--- config.mk ---
export PLATFORM = sky130hd
export DESIGN_NAME = ext_bus_handover
export DESIGN_NICKNAME = d
export VERILOG_FILES = /design/src/rtl/ebh_pkg.sv /design/src/rtl/ebh_req_sync.sv /design/src/rtl/ebh_grant_fsm.sv /design/src/rtl/ebh_oe_ctrl.sv /design/src/rtl/ext_bus_handover.sv
export SDC_FILE = /design/constraint.sdc
export NUM_CORES = 1
export LEC_CHECK = 0
export ABC_AREA = 1
export ABC_CLOCK_PERIOD_IN_PS = 3100
export CAP_MARGIN = 10
export CORE_MARGIN = 10
export CORE_UTILIZATION = 30
export CTS_CLUSTER_DIAMETER = 100
export DETAILED_ROUTE_END_ITERATION = 10
export SLEW_MARGIN = 20
export SYNTH_ARGS = -nofsm -noshare
export SYNTH_HDL_FRONTEND = slang
export SYNTH_SLANG_ARGS = --single-unit
--- constraint.sdc ---
create_clock -name clk -period 3.1 [get_ports clk]
set_clock_uncertainty 0.2 [all_clocks]
set_input_delay 0.62 -clock clk [delete_from_list [all_inputs] [get_ports clk]]
set_output_delay 0.62 -clock clk [all_outputs]
set_load 0.1 [all_outputs]
--- src/rtl/ebh_pkg.sv ---
package ebh_pkg;
   typedef enum logic [2:0] {
      ST_IDLE       = 3'd0,
      ST_CORE_BUSY  = 3'd1,
      ST_GRANT_PEND = 3'd2,
      ST_GRANTED    = 3'd3,
      ST_RELEASE    = 3'd4
   } ebh_state_e;

   // positions of the single-bit enables in the internal enable vector
   localparam int unsigned OE_ADDR  = 0;
   localparam int unsigned OE_DATA  = 1;
   localparam int unsigned OE_BOOT  = 2;
   localparam int unsigned OE_IO    = 3;
   localparam int unsigned OE_RD    = 4;
   localparam int unsigned OE_WR    = 5;
   localparam int unsigned OE_FIXED = 6;
endpackage

--- src/rtl/ebh_req_sync.sv ---
module ebh_req_sync #(
   parameter int unsigned STAGES = 2
) (
   input  logic clk,
   input  logic rst_n,
   input  logic async_in,
   output logic sync_out
);
   logic [STAGES-1:0] chain_q;

   always_ff @(posedge clk or negedge rst_n) begin
      if (!rst_n) chain_q <= '0;
      else        chain_q <= {chain_q[STAGES-2:0], async_in};
   end

   assign sync_out = chain_q[STAGES-1];
endmodule

--- src/rtl/ebh_grant_fsm.sv ---
module ebh_grant_fsm
   import ebh_pkg::*;
(
   input  logic clk,
   input  logic rst_n,
   input  logic core_rst,
   input  logic cfg_excl,
   input  logic req_sync,
   input  logic core_req,
   input  logic core_pair,
   output logic core_ack,
   output logic grant_q,
   output logic drive_nxt,
   output logic locked
);
   ebh_state_e st_q, st_d;
   logic grant_go, core_ok;

   always_comb begin
      grant_go = req_sync && !cfg_excl;
      core_ok  = core_req && !core_rst;
      core_ack = 1'b0;
      st_d     = st_q;
      unique case (st_q)
         ST_IDLE: begin
            if (grant_go) st_d = ST_GRANT_PEND;
            else if (core_ok) begin
               core_ack = 1'b1;
               if (core_pair) st_d = ST_CORE_BUSY;
            end
         end
         ST_CORE_BUSY: begin
            if (core_rst) st_d = ST_IDLE;
            else if (core_ok) begin
               core_ack = 1'b1;
               if (!core_pair) st_d = ST_IDLE;
            end
         end
         ST_GRANT_PEND: st_d = ST_GRANTED;
         ST_GRANTED:    if (!req_sync) st_d = ST_RELEASE;
         ST_RELEASE:    st_d = ST_IDLE;
         default:       st_d = ST_IDLE;
      endcase
   end

   assign drive_nxt = (st_d == ST_IDLE) || (st_d == ST_CORE_BUSY);
   assign locked    = (st_q == ST_CORE_BUSY);

   always_ff @(posedge clk or negedge rst_n) begin
      if (!rst_n) begin
         st_q    <= ST_IDLE;
         grant_q <= 1'b0;
      end else begin
         st_q    <= st_d;
         grant_q <= (st_d == ST_GRANTED);
      end
   end
endmodule

--- src/rtl/ebh_oe_ctrl.sv ---
module ebh_oe_ctrl #(
   parameter int unsigned NUM_OE        = 10,
   parameter bit          PER_BIT_FLOPS = 1'b1
) (
   input  logic              clk,
   input  logic              rst_n,
   input  logic              drive_nxt,
   output logic [NUM_OE-1:0] oe
);
   if (PER_BIT_FLOPS) begin : g_per_bit
      // one flop per enable keeps the fan-out local to each pad group
      for (genvar i = 0; i < NUM_OE; i++) begin : g_bit
         always_ff @(posedge clk or negedge rst_n) begin
            if (!rst_n) oe[i] <= 1'b1;
            else        oe[i] <= drive_nxt;
         end
      end
   end else begin : g_shared
      logic oe_q;
      always_ff @(posedge clk or negedge rst_n) begin
         if (!rst_n) oe_q <= 1'b1;
         else        oe_q <= drive_nxt;
      end
      assign oe = {NUM_OE{oe_q}};
   end
endmodule

--- src/rtl/ext_bus_handover.sv ---
module ext_bus_handover
   import ebh_pkg::*;
#(
   parameter int unsigned NUM_MSEL      = 4,
   parameter int unsigned SYNC_STAGES   = 2,
   parameter bit          PER_BIT_FLOPS = 1'b1
) (
   input  logic                clk,
   input  logic                rst_n,
   input  logic                core_rst,
   input  logic                cfg_excl,
   input  logic                bus_req_in,
   input  logic                core_req,
   input  logic                core_pair,
   output logic                core_ack,
   output logic                bus_grant,
   output logic                bus_hold_off,
   output logic                addr_oe,
   output logic                data_oe,
   output logic [NUM_MSEL-1:0] msel_oe,
   output logic                boot_sel_oe,
   output logic                io_sel_oe,
   output logic                rd_oe,
   output logic                wr_oe
);
   localparam int unsigned NUM_OE = OE_FIXED + NUM_MSEL;

   if (NUM_MSEL < 1) begin : g_bad_msel
      $error("ext_bus_handover: NUM_MSEL must be at least 1");
   end
   if (SYNC_STAGES < 2) begin : g_bad_sync
      $error("ext_bus_handover: SYNC_STAGES must be at least 2");
   end

   logic              req_sync;
   logic              drive_nxt;
   logic              pair_locked;
   logic [NUM_OE-1:0] oe_vec;

   ebh_req_sync #(.STAGES(SYNC_STAGES)) sync_i (
      .clk      (clk),
      .rst_n    (rst_n),
      .async_in (bus_req_in),
      .sync_out (req_sync)
   );

   ebh_grant_fsm fsm_i (
      .clk       (clk),
      .rst_n     (rst_n),
      .core_rst  (core_rst),
      .cfg_excl  (cfg_excl),
      .req_sync  (req_sync),
      .core_req  (core_req),
      .core_pair (core_pair),
      .core_ack  (core_ack),
      .grant_q   (bus_grant),
      .drive_nxt (drive_nxt),
      .locked    (pair_locked)
   );

   ebh_oe_ctrl #(.NUM_OE(NUM_OE), .PER_BIT_FLOPS(PER_BIT_FLOPS)) oe_i (
      .clk       (clk),
      .rst_n     (rst_n),
      .drive_nxt (drive_nxt),
      .oe        (oe_vec)
   );

   assign bus_hold_off = bus_grant && core_req && !core_rst;

   assign addr_oe     = oe_vec[OE_ADDR];
   assign data_oe     = oe_vec[OE_DATA];
   assign boot_sel_oe = oe_vec[OE_BOOT];
   assign io_sel_oe   = oe_vec[OE_IO];
   assign rd_oe       = oe_vec[OE_RD];
   assign wr_oe       = oe_vec[OE_WR];
   assign msel_oe     = oe_vec[NUM_OE-1:OE_FIXED];
endmodule

==> metrics.txt <==
wire length on met3 159 um; routability congestion estimate 0.739; largest net degree at the start of global routing 11; Post-CTS Resized 0; Final Hold Fails 0; detailed-route DRC error count 0; via/cell ratio 4.33; clk sinks 7; Nets 66; initial antenna violation count 0; DRT Wirelength 768 um; Syn Area/Cell 8.87 sq um; critical path's slowest cell clkdlybuf4s50_1; CTS tree yes; DR WL/cell 10.7 um; Fin Setup TNS 0 ps; DP Worst Slack 609 ps; worst path arrival time 1650 ps; Netlist cell types 17; first-pass GRT wire length 1220 um; Worst-Margin Slew 316 ps; RSZ-0062 raised after global routing no; fin worst setup slack 625 ps; antenna viol nets, final 0; final period utilization 0.798; Root Buffer clkbuf_4; Initial Utilization 0.333; number of global-route vias before repair 288; Synth Instances 44; Iter 0 DRT Violations 3; Rel. slew slack 0.788; IO buf count 19; GRT Total Usage 0.0528; M1 WL 285 um; maximum clock rate 0.404 GHz; metal2 WL 286 um; top cells by area, synth dfrtp_1 (38%), buf_4 (17%), dfstp_2 (6.7%); number of max-cap violations 0; crit path buf inv count 3; type of the worst min-delay path register to register; Pins Over Slew Limit 0; core area 1170 sq um; share of layout cells above drive strength 1 0.500; Setup Crit Path Kind primary input to primary output; Clock Path Buffers 2; Setup Fix Bufs, Post-CTS 0; Die Area 3140 sq um; Via Count 312; critical path, cell by cell clkdlybuf4s50_1 > inv_2 > nand2_1 > nor3_2 > buf_12; worst-path maximum fanout 3; drt pass-1 iters 3; CP max stage delay 450 ps; sequential share of the synthesized area 0.452; IO Count 20; cts hold-fix bufs 0; synth warn 0; CTS Buf Count 3; post-DP HPWL 668 um; WP data required 2280 ps; syn nets 51; clk slew on worst S/H paths 50 ps; Site Rows 12; delay-heaviest family, CP buffers and inverters; Synth area leader dfrtp_1; top sig layer met4; Mapped Area 390 sq um; ant diodes 0; final setup violating endpoints 0; grt ovf 0; Startpoint Class primary input; min Tclk post-route 2470 ps; Layout area overhead 41.3%; flops & latches, synth 7; worst-skew pair later-pin latency 260 ps; die height 56.1 um; Yosys top cell area share 0.385; status finished, final reports clean; H-Tree Level Count 1; fin util 0.471; DIE WIDTH 56.1 um; critical path capture point type primary output
==> area by class of cell <==
class / instances / area, sq um
fillers: 127 / 619
repair buffers: 19 / 183
flip-flops and latches: 7 / 176
multi-input cells: 21 / 123
clock buffers: 4 / 26.3
inverters: 7 / 26.3
well taps: 14 / 17.5
==> final timing paths <==
| check | cells past startpoint | from | slack (ps) | endpoint |
|---|---|---|---|---|
| worst min register to register | 0 | sync_i.chain_q[0]$_DFF_PN0_ | 150 | sync_i.chain_q[1]$_DFF_PN0_ |
| min in group asynchronous | 1 | rst_n | 420 | fsm_i.grant_q$_DFF_PN0_ |
| worst min-delay path | 0 | sync_i.chain_q[0]$_DFF_PN0_ | 150 | sync_i.chain_q[1]$_DFF_PN0_ |
| max in group asynchronous | 1 | rst_n | 2000 | oe_i.oe[9]$_DFF_PN1_ |
| worst max-delay path | 5 | core_rst | 630 | core_ack |
| worst max register to register | 5 | fsm_i.st_q[1]$_DFF_PN0_ | 2070 | fsm_i.st_q[0]$_DFF_PN0_ |
==> cells in the final DEF (no fill, tap or decap), types with 2 or more instances in the layout <==
master	Yosys	final
buf_4	9	11
inv_1	2	2
clkdlybuf4s50_1	0	6
nor2_1	3	2
nor2_2	1	2
buf_12	0	2
inv_2	5	5
clkbuf_4	0	3
o21ai_1	2	2
dfrtp_1	6	6
nand2_1	7	7
==> Yosys cell counts, drive strengths merged <==
library cell / n
o21ai: 2
buf: 9
nand2: 9
nor3: 2
inv: 7
nand3b: 1
dfstp: 1
dfrtp: 6
nand3: 2
nor2: 5
==> kinds of logic after synthesis <==
family,Yosys count,share of synthesized area
simple gates,19,0.282
flops,7,0.452
compound gates,2,0.0256
buf+inv,16,0.240
==> layer usage <==
metal / GRT usage / vias up
met5: 0 / -
met4: 0.0614 / 0
met3: 0.0592 / 4
met2: 0.0535 / 20
met1: 0.0493 / 132
li1: - / 156
==> flip-flops by register name, indices dropped and copies added (netlist names) <==
signal and flops:
fsm_i.grant_q 1, sync_i.chain_q 2, oe_i.oe 1, fsm_i.st_q 3
==> through the flow <==
stage                     instances  hold WS (ps)  cell area (sq um)
after global placement           68           132                526
final                            72           151                552
after CTS                        72           148                552
after floorplan                  44           124                393
after global routing             72           169                552
after detailed placement         68           137                526
Power is left out: the tool's default activity adds up to more than one toggle a clock period on the data nets, which glitch-free logic cannot reach.
